File: src/rtl/ct_pkg.sv
package ct_pkg;
    localparam int CNT_W = 16;
    localparam int DW    = 8;
    localparam int AW    = 3;
    localparam int NSRC  = 5;
    localparam int NPULSE = 3;

    localparam logic [AW-1:0] A_CAPC_LO = 3'd0;
    localparam logic [AW-1:0] A_CAPC_HI = 3'd1;
    localparam logic [AW-1:0] A_CAPE_LO = 3'd2;
    localparam logic [AW-1:0] A_CAPE_HI = 3'd3;
    localparam logic [AW-1:0] A_IRQ     = 3'd4;

    localparam int B_SUB = 0;
    localparam int B_SER = 1;
    localparam int B_ICF = 2;
    localparam int B_OVF = 3;
    localparam int B_EXT = 4;

    localparam int CMD_OVF_CLR = 2;

    typedef enum logic {
        CAP_LOW  = 1'b0,
        CAP_HIGH = 1'b1
    } cap_state_t;
endpackage

File: src/rtl/ct_counter.sv
module ct_counter #(
    parameter int CNT_W = ct_pkg::CNT_W
) (
    input  logic             clk,
    input  logic             rst_n,
    input  logic             tick_en,
    input  logic             latch_req,
    output logic [CNT_W-1:0] cnt,
    output logic [CNT_W-1:0] latch,
    output logic             wrap_hit
);
    localparam logic [CNT_W-1:0] CNT_MAX = '1;

    logic [CNT_W-1:0] cnt_q;
    logic [CNT_W-1:0] latch_q;

    always_ff @(posedge clk) begin
        if (!rst_n) begin
            cnt_q <= '0;
        end else if (tick_en) begin
            cnt_q <= cnt_q + CNT_W'(1);
        end
    end

    always_ff @(posedge clk) begin
        if (!rst_n) begin
            latch_q <= '0;
        end else if (latch_req) begin
            latch_q <= cnt_q;
        end
    end

    assign wrap_hit = tick_en && (cnt_q == CNT_MAX);
    assign cnt      = cnt_q;
    assign latch    = latch_q;
endmodule

File: src/rtl/ct_edge_cap.sv
module ct_edge_cap #(
    parameter int CNT_W = ct_pkg::CNT_W
) (
    input  logic             clk,
    input  logic             rst_n,
    input  logic             cap_in,
    input  logic [CNT_W-1:0] cnt,
    output logic [CNT_W-1:0] ecap,
    output logic             cap_hit
);
    import ct_pkg::*;

    cap_state_t       state_q, state_d;
    logic [CNT_W-1:0] ecap_q;

    // State register
    always_ff @(posedge clk) begin
        if (!rst_n) begin
            state_q <= CAP_LOW;
        end else begin
            state_q <= state_d;
        end
    end

    // Next state and outputs
    always_comb begin
        state_d = state_q;
        cap_hit = 1'b0;
        unique case (state_q)
            CAP_LOW: begin
                if (cap_in) begin
                    state_d = CAP_HIGH;   // rise
                    cap_hit = 1'b1;
                end
            end
            CAP_HIGH: begin
                if (!cap_in) begin
                    state_d = CAP_LOW;    // fall
                end
            end
            default: state_d = CAP_LOW;
        endcase
    end

    always_ff @(posedge clk) begin
        if (!rst_n) begin
            ecap_q <= '0;
        end else if (cap_hit) begin
            ecap_q <= cnt;
        end
    end

    assign ecap = ecap_q;
endmodule

File: src/rtl/ct_irq_ctrl.sv
module ct_irq_ctrl #(
    parameter int NSRC = ct_pkg::NSRC
) (
    input  logic            clk,
    input  logic            rst_n,
    input  logic [NSRC-1:0] set_vec,
    input  logic [NSRC-1:0] clr_vec,
    input  logic            en_wr,
    input  logic [NSRC-1:0] en_data,
    output logic [NSRC-1:0] status,
    output logic [NSRC-1:0] enable,
    output logic            irq
);
    logic [NSRC-1:0] status_q;
    logic [NSRC-1:0] enable_q;

    for (genvar i = 0; i < NSRC; i++) begin : g_flag
        always_ff @(posedge clk) begin
            if (!rst_n) begin
                status_q[i] <= 1'b0;
            end else if (set_vec[i]) begin
                status_q[i] <= 1'b1;
            end else if (clr_vec[i]) begin
                status_q[i] <= 1'b0;
            end
        end
    end

    always_ff @(posedge clk) begin
        if (!rst_n) begin
            enable_q <= '0;
        end else if (en_wr) begin
            enable_q <= en_data;
        end
    end

    assign status = status_q;
    assign enable = enable_q;
    assign irq    = |(status_q & enable_q);
endmodule

File: src/rtl/capt_irq_timer.sv
module capt_irq_timer #(
    parameter int CNT_W  = ct_pkg::CNT_W,
    parameter int DW     = ct_pkg::DW,
    parameter int AW     = ct_pkg::AW,
    parameter int NSRC   = ct_pkg::NSRC,
    parameter int NPULSE = ct_pkg::NPULSE
) (
    input  logic              clk,
    input  logic              rst_n,
    input  logic              tick_en,
    input  logic              cap_in,
    input  logic [NPULSE-1:0] src_pulse,
    input  logic [AW-1:0]     bus_addr,
    input  logic              bus_rd,
    input  logic              bus_wr,
    input  logic [DW-1:0]     bus_wdata,
    output logic [DW-1:0]     bus_rdata,
    output logic              irq
);
    import ct_pkg::*;

    localparam int HI_LSB = CNT_W - DW;

    logic [CNT_W-1:0] cnt_q;
    logic [CNT_W-1:0] latch_q;
    logic [CNT_W-1:0] ecap_q;
    logic [NSRC-1:0]  status_q;
    logic [NSRC-1:0]  enable_q;
    logic [NSRC-1:0]  set_vec;
    logic [NSRC-1:0]  clr_vec;
    logic             wrap_hit;
    logic             cap_hit;
    logic             rd_capc_lo;
    logic             rd_cape_hi;
    logic             wr_cmd;
    logic             wr_en;
    logic [DW-1:0]    rdata_q;
    logic             unused_wdata;

    assign rd_capc_lo = bus_rd && (bus_addr == A_CAPC_LO);
    assign rd_cape_hi = bus_rd && (bus_addr == A_CAPE_HI);
    assign wr_cmd     = bus_wr && (bus_addr == A_CAPC_LO);
    assign wr_en      = bus_wr && (bus_addr == A_IRQ);
    assign unused_wdata = ^bus_wdata[DW-1:NSRC];

    ct_counter #(.CNT_W(CNT_W)) u_cnt (
        .clk       (clk),
        .rst_n     (rst_n),
        .tick_en   (tick_en),
        .latch_req (rd_capc_lo),
        .cnt       (cnt_q),
        .latch     (latch_q),
        .wrap_hit  (wrap_hit)
    );

    ct_edge_cap #(.CNT_W(CNT_W)) u_cap (
        .clk     (clk),
        .rst_n   (rst_n),
        .cap_in  (cap_in),
        .cnt     (cnt_q),
        .ecap    (ecap_q),
        .cap_hit (cap_hit)
    );

    always_comb begin
        set_vec        = '0;
        set_vec[B_SUB] = src_pulse[0];
        set_vec[B_SER] = src_pulse[1];
        set_vec[B_ICF] = cap_hit;
        set_vec[B_OVF] = wrap_hit;
        set_vec[B_EXT] = src_pulse[2];

        clr_vec        = '0;
        clr_vec[B_SUB] = wr_cmd && bus_wdata[B_SUB];
        clr_vec[B_SER] = wr_cmd && bus_wdata[B_SER];
        clr_vec[B_ICF] = rd_cape_hi;
        clr_vec[B_OVF] = wr_cmd && bus_wdata[CMD_OVF_CLR];
        clr_vec[B_EXT] = wr_cmd && bus_wdata[B_EXT];
    end

    ct_irq_ctrl #(.NSRC(NSRC)) u_irq (
        .clk     (clk),
        .rst_n   (rst_n),
        .set_vec (set_vec),
        .clr_vec (clr_vec),
        .en_wr   (wr_en),
        .en_data (bus_wdata[NSRC-1:0]),
        .status  (status_q),
        .enable  (enable_q),
        .irq     (irq)
    );

    always_ff @(posedge clk) begin
        if (!rst_n) begin
            rdata_q <= '0;
        end else if (bus_rd) begin
            case (bus_addr)
                A_CAPC_LO: rdata_q <= cnt_q[DW-1:0];
                A_CAPC_HI: rdata_q <= latch_q[CNT_W-1:HI_LSB];
                A_CAPE_LO: rdata_q <= ecap_q[DW-1:0];
                A_CAPE_HI: rdata_q <= ecap_q[CNT_W-1:HI_LSB];
                A_IRQ:     rdata_q <= DW'(status_q);
                default:   rdata_q <= '0;
            endcase
        end
    end

    assign bus_rdata = rdata_q;
endmodule

File: config.mk
export PLATFORM = sky130hd
export DESIGN_NAME = capt_irq_timer
export DESIGN_NICKNAME = d
export VERILOG_FILES = /design/src/rtl/ct_pkg.sv /design/src/rtl/ct_counter.sv /design/src/rtl/ct_edge_cap.sv /design/src/rtl/ct_irq_ctrl.sv /design/src/rtl/capt_irq_timer.sv
export SDC_FILE = /design/constraint.sdc
export NUM_CORES = 1
export LEC_CHECK = 0
export BUFFER_PORTS_ARGS = -buffer_cell sky130_fd_sc_hd__buf_2
export CORE_ASPECT_RATIO = 1.4
export CORE_MARGIN = 1.5
export CORE_UTILIZATION = 62
export DETAILED_ROUTE_END_ITERATION = 10
export PLACE_DENSITY = 0.84
export RECOVER_POWER = 100
export SETUP_SLACK_MARGIN = 0.15
export SYNTH_ARGS = -nofsm -noshare
export SYNTH_HDL_FRONTEND = slang
export SYNTH_HIERARCHICAL = 1
export SYNTH_SLANG_ARGS = --single-unit
File: constraint.sdc
create_clock -name clk -period 3.3 [get_ports clk]
set_clock_uncertainty 0.1 [all_clocks]
set_input_delay 0.165 -clock clk [delete_from_list [all_inputs] [get_ports clk]]
set_output_delay 0.165 -clock clk [all_outputs]
set_load 0.01 [all_outputs]
==> results_dict.tcl, run 1 <==
set metrics [dict create \
    place.gp.congestion 0.812 \
    r2r_slack_ns 1.48 \
    die_area_um2 5020 \
    die_x_um 60.3 \
    synth_nets 330 \
    clockBufferDepth 2 \
    nets 351 \
    grt-ovfl-total 0 \
    wl_per_cell_um 15.4 \
    min_path_type "in2reg" \
    status "finished clean" \
    critPathMostFrequentCell "o21ai_0" \
    area.growth.synth_to_final_pct 13.0 \
    worstPathCellList "clkbuf_1, o21ai_0, o21ai_0, nor3_1" \
    rsz0062_at_grt "no" \
    firstDrtPassIters 4 \
    cp_max_fo 24 \
    cts.reportedPaths.clkPinSlew_ns 0.07 \
    clk-insertion-delay-late_ns 0.33 \
    antenna-diode-count 0 \
    grt.total_usage 0.265 \
    clock.fmax_mhz 498 \
    cts.sinks 59 \
    vias 2292 \
    cts_buffers 9 \
    finalSetupTns_ns 0 \
    tightestPinTransition_ns 1.32 \
    crit_slowest_cell "clkbuf_1" \
    end_kind "flip-flop" \
    num_rows 29 \
    worstHoldPathCells 3 \
    htree_levels 3 \
    fill_cells 326 \
    dr.first_iter.drc_count 123 \
    syn_area_um2 2850 \
    startpoint_type "input port" \
    final_cell_area_um2 3220 \
    critPathRequiredTime_ns 3.40 \
    io_buffers 25 \
    rr_worst_depth 4 \
    crit_buf_inv 1 \
    drive_gt1_frac 0.116 \
    post_cts_resized 0 \
    die_y_um 83.2 \
    critPathTopFamily "buffers and inverters" \
    path_class "in2reg" \
    powerDensity_nw_per_um2 541 \
    drv_cap 0 \
    fin_crit_sh 0.609 \
    synthCells 309 \
    place_hpwl_mm 3.91 \
    slew_violations 0 \
    holdBufCountCts 5 \
    post-route-drc-count 0 \
    holdWs_ns 0.00893 \
    ys_warn_count 6 \
    p_leak_uw 0.00118 \
    vias_per_cell 5.77 \
    post_cts_buffers 0 \
    fin_crit_ns 2.01 \
    cts_tree "done" \
    grt_pass1_vias 2123 \
    grt_pass1_wl_mm 9.95 \
    antenna_found_initial 0 \
    drtAntennaViolNets 0 \
    io_pins 29 \
    slew_headroom 0.123 \
    cts_root_buf "clkbuf_8" \
    finalWirelength_mm 6.12 \
    setup_viol 0 \
    grt_max_degree 36 \
    start_util 0.639 \
    hold_viol_final 0 \
    postPlaceCellArea_um2 2910 \
    crit_path_max_incr_delay_ns 0.93 \
    crit_cells 4 \
    crit_arrival_ns 2.11 \
    core_area_um2 4460 \
    ir_drop_mv 0.309 \
    postSynthAreaPerCell_um2 9.22 \
]
==> layout make-up <==
type	instances	area, um2	area share
Clock inverter	4	120	0.0373
Sequential cell	59	1180	0.367
Multi-Input combinational cell	223	1490	0.463
Inverter	5	18.8	0.00583
Tap cell	62	77.6	0.0241
Clock buffer	12	155	0.0482
Timing Repair Buffer	32	175	0.0544
==> path summary, 6_finish.rpt <==
check,start,end
worst min-delay path,bus_wdata[4],u_irq/enable[4]
worst max-delay path,bus_addr[1],bus_rdata[1]
worst min register to register,u_cap/ecap[0],u_cap/ecap[0]
worst max register to register,u_cnt/cnt[0],u_cnt/cnt[10]
==> state kept, by name (all words and copies together), names as in the netlist <==
signal and count:
u_cap/ecap 16, u_cnt/cnt 16, bus_rdata 8, u_cnt/latch 8, u_irq/enable 5, u_irq/status 5, u_cap/state_q 1
==> worst min-delay path, delay by kind of cell <==
| family | cells | cell delay (ns) |
|---|---|---|
| buffers and inverters | 1 | 0.08 |
| muxes | 1 | 0.06 |
| and+or+nand+nor | 1 | 0.10 |
==> placed cells by master, fill, tap and decap left out, types with 2 or more instances in the layout <==
master and instances:
nor2b_1 11, nor2_1 21, dlygate4sd3_1 5, nand2_1 46
or4_1 4, o21ai_1 5, xor2_1 3, a31oi_1 2
o31ai_1 4, buf_2 13, dfxtp_1 59, inv_1 4
o22ai_1 3, mux2i_1 47, clkbuf_8 11, nand3b_1 3
a22o_1 3, and3_1 3, o21a_1 5, and4_1 2
and2_0 4, or3_2 2, a21oi_1 10, nand2b_1 6
nor3_1 4, o21ai_0 6, nand4_1 4, buf_4 2
nand3_1 3, clkbuf_1 13, nor4_1 5, bufinv_16 4
==> through the flow <==
stage / worst slack, ns / total power (uW) / std cells / util
final: 1.29 / 1740 / 397 / 0.722
after global routing: 1.11 / 1800 / 397 / 0.722
after CTS: 1.50 / 1750 / 397 / 0.726
after detailed placement: 1.52 / 856 / 376 / 0.653
after global placement: 1.57 / 853 / 376 / 0.653
after floorplan: 1.77 / 837 / 309 / -
==> report_power, final <==
group / internal (uW) / switching [uW] / leakage (uW) / total (uW)
clock: 620 / 276 / 0.000137 / 896
sequential: 725 / 12.7 / 0.000478 / 737
combinational: 44.9 / 64.6 / 0.000568 / 109
total: 1390 / 354 / 0.00118 / 1740
==> layer usage <==
metal,vias to the layer above,part of all wire,GRT usage
met5,-,0,0
met4,0,0.026,0.129
met3,18,0.043,0.0623
met2,72,0.51,0.441
met1,1078,0.42,0.307
li1,1124,-,-
Note: power is estimated with default switching activity, not from simulation.
==> inputs of run 2 (changes only) <==
--- a/config.mk
+++ b/config.mk
@@ -8,9 +8,9 @@
 export BUFFER_PORTS_ARGS = -buffer_cell sky130_fd_sc_hd__buf_2
 export CORE_ASPECT_RATIO = 1.4
 export CORE_MARGIN = 1.5
-export CORE_UTILIZATION = 62
+export CORE_UTILIZATION = 53
 export DETAILED_ROUTE_END_ITERATION = 10
-export PLACE_DENSITY = 0.84
+export PLACE_DENSITY = 0.76
 export RECOVER_POWER = 100
 export SETUP_SLACK_MARGIN = 0.15
 export SYNTH_ARGS = -nofsm -noshare
==> constraint.sdc (replaced) <==
create_clock -name clk -period 1.8 [get_ports clk]
set_clock_uncertainty 0.1 [all_clocks]
set_input_delay 0.09 -clock clk [delete_from_list [all_inputs] [get_ports clk]]
set_output_delay 0.09 -clock clk [all_outputs]
set_load 0.01 [all_outputs]
==> run 2 against run 1 <==
Effect of this change: via count up 0.79%; combinational power is 100% higher; power increased by 67%; register-to-register slack got worse by 1.3 ns; worst hold slack improved by 0.023 ns; die area increased by 16%; critical path depth stayed put; sequential power up 82%; clock power up 52%; global-route usage fell by 4.6 points.
==> results_dict.tcl, run 2 (synthesis gave the netlist of run 1 again) <==
set metrics [dict create \
    status "finished clean" \
    end_kind "flip-flop" \
    htree_levels 3 \
    grt_max_degree 34 \
    grtUsageMet1 0.249 \
    fin_crit_sh 0.885 \
    wl_per_cell_um 14.6 \
    grt_pass1_vias 2144 \
    fin_crit_ns 1.59 \
    post-route-drc-count 0 \
    use_met3 0.0501 \
    worstHoldPathCells 2 \
    vias 2310 \
    io_buffers 25 \
    rsz0062_at_grt "no" \
    die_x_um 65.0 \
    cts_root_buf "clkbuf_8" \
    area.growth.synth_to_final_pct 14.4 \
    start_util 0.548 \
    startpoint "u_cnt/cnt[6]" \
    min_path_type "in2reg" \
    tightestPinTransition_ns 0.568 \
    finalPower_uw 2920 \
    cts_buffers 9 \
    io_pins 29 \
    antenna_found_initial 0 \
    finalSetupTns_ns 0 \
    nets 365 \
    powerDensity_nw_per_um2 895 \
    drive_gt1_frac 0.129 \
    die_y_um 89.8 \
    core_area_um2 5200 \
    clockBufferDepth 2 \
    most-common-layout-cells "dfxtp_1 (59), mux2i_1 (47), nand2_1 (46), nor2_1 (21), clkbuf_1 (16)" \
    crit_arrival_ns 1.73 \
    met2_usage 0.381 \
    p_leak_uw 0.00121 \
    grt-ovfl-total 0 \
    cts.sinks 59 \
    crit_slowest_cell "or4_1" \
    firstDrtPassIters 4 \
    setup_viol 0 \
    antenna-diode-count 0 \
    die_area_um2 5830 \
    worstPathCellList "clkbuf_1, nand3_1, or4_1, a21oi_1" \
    grt_pass1_wl_mm 9.86 \
    cp_max_fo 7 \
    grt.total_usage 0.219 \
    place_hpwl_mm 4.19 \
    drv_cap 0 \
    clock.fmax_mhz 628 \
    vias_per_cell 5.57 \
    slew_headroom 0.619 \
    crit_path_max_incr_delay_ns 0.48 \
    ir_drop_mv 0.567 \
    slew_violations 0 \
    cts.reportedPaths.clkPinSlew_ns 0.06 \
    rr_worst_depth 4 \
    min_from "bus_rd" \
    drtAntennaViolNets 0 \
    r2r-start "u_cnt/cnt[6]" \
    place.gp.congestion 0.822 \
    path_class "reg2reg" \
    hold_viol_final 0 \
    top_usage_layer "met2" \
    num_rows 31 \
    dr.first_iter.drc_count 183 \
    finalWirelength_mm 6.05 \
    layout_commonest_cell "dfxtp_1" \
    clk-insertion-delay-late_ns 0.33 \
    cts_tree "done" \
    startpoint_type "flip-flop" \
    critPathRequiredTime_ns 1.94 \
]
run 2: cell count changes in the layout (fill, tap and decap cells not counted):
cell	delta
clkbuf_2	+4
clkbuf_1	+3
nor2b_4	-1
dlygate4sd3_1	+4
bufinv_16	-2
buf_4	+2
clkinv_2	+3
nor2b_1	+1
and2_1	+3
and2_0	-3
run 2: layer usage:
metal,part of all wire,wire length [um]
met3,0.031,186
met2,0.52,3120
met4,0.028,167
met1,0.42,2570
met5,0,0
run 2: worst max-delay path: cells and delay by family, from the launching register on:
| family | cells | cell delay, ns |
|---|---|---|
| compound gates | 1 | 0.16 |
| buf+inv | 1 | 0.29 |
| simple gates | 2 | 0.62 |
| flops | 1 | 0.34 |
run 2: path summary, 6_finish.rpt:
check / to / slack [ns]
min reg2reg: u_cap/ecap[5] / 0.36
min: bus_rdata[4] / 0.03
max: u_cnt/cnt[9] / 0.21
max reg2reg: u_cnt/cnt[9] / 0.21
run 2: layout make-up:
class / instances / area [um2]
Clock buffer: 11 / 151
Clock inverter: 5 / 75.1
Fill cell: 449 / 1940
Inverter: 5 / 18.8
Multi-Input combinational cell: 223 / 1490
Sequential cell: 59 / 1180
Tap cell: 66 / 82.6
Timing Repair Buffer: 46 / 265
run 2: timing repair:
| item | CTS | global route |
|---|---|---|
| hold buffers | 9 | 0 |
| setup endpoints to repair | 0 | 5 |
| setup buffers | 0 | 1 |
| hold endpoints to repair | 9 | 0 |
| resized for setup | 0 | 2 |
run 2: through the flow:
stage	cells	instance area, um2	worst slack, ns	hold WS (ns)	util
3_5_place_dp	389	2990	0.256	0.204	0.574
4_1_cts	414	3300	0.248	0.00148	0.635
6_report	415	3260	0.207	0.0317	0.627
5_1_grt	415	3260	0.112	0.0399	0.627
2_1_floorplan	309	2850	0.273	0.114	-
3_3_place_gp	389	2990	0.289	0.198	0.574
run 2: report_power, final:
| group | internal [uW] | switching (uW) | leakage, uW |
|---|---|---|---|
| Clock | 848 | 508 | 0.000119 |
| Sequential | 1330 | 13.2 | 0.000478 |
| Combinational | 93.4 | 127 | 0.000615 |
| Total | 2270 | 648 | 0.00121 |
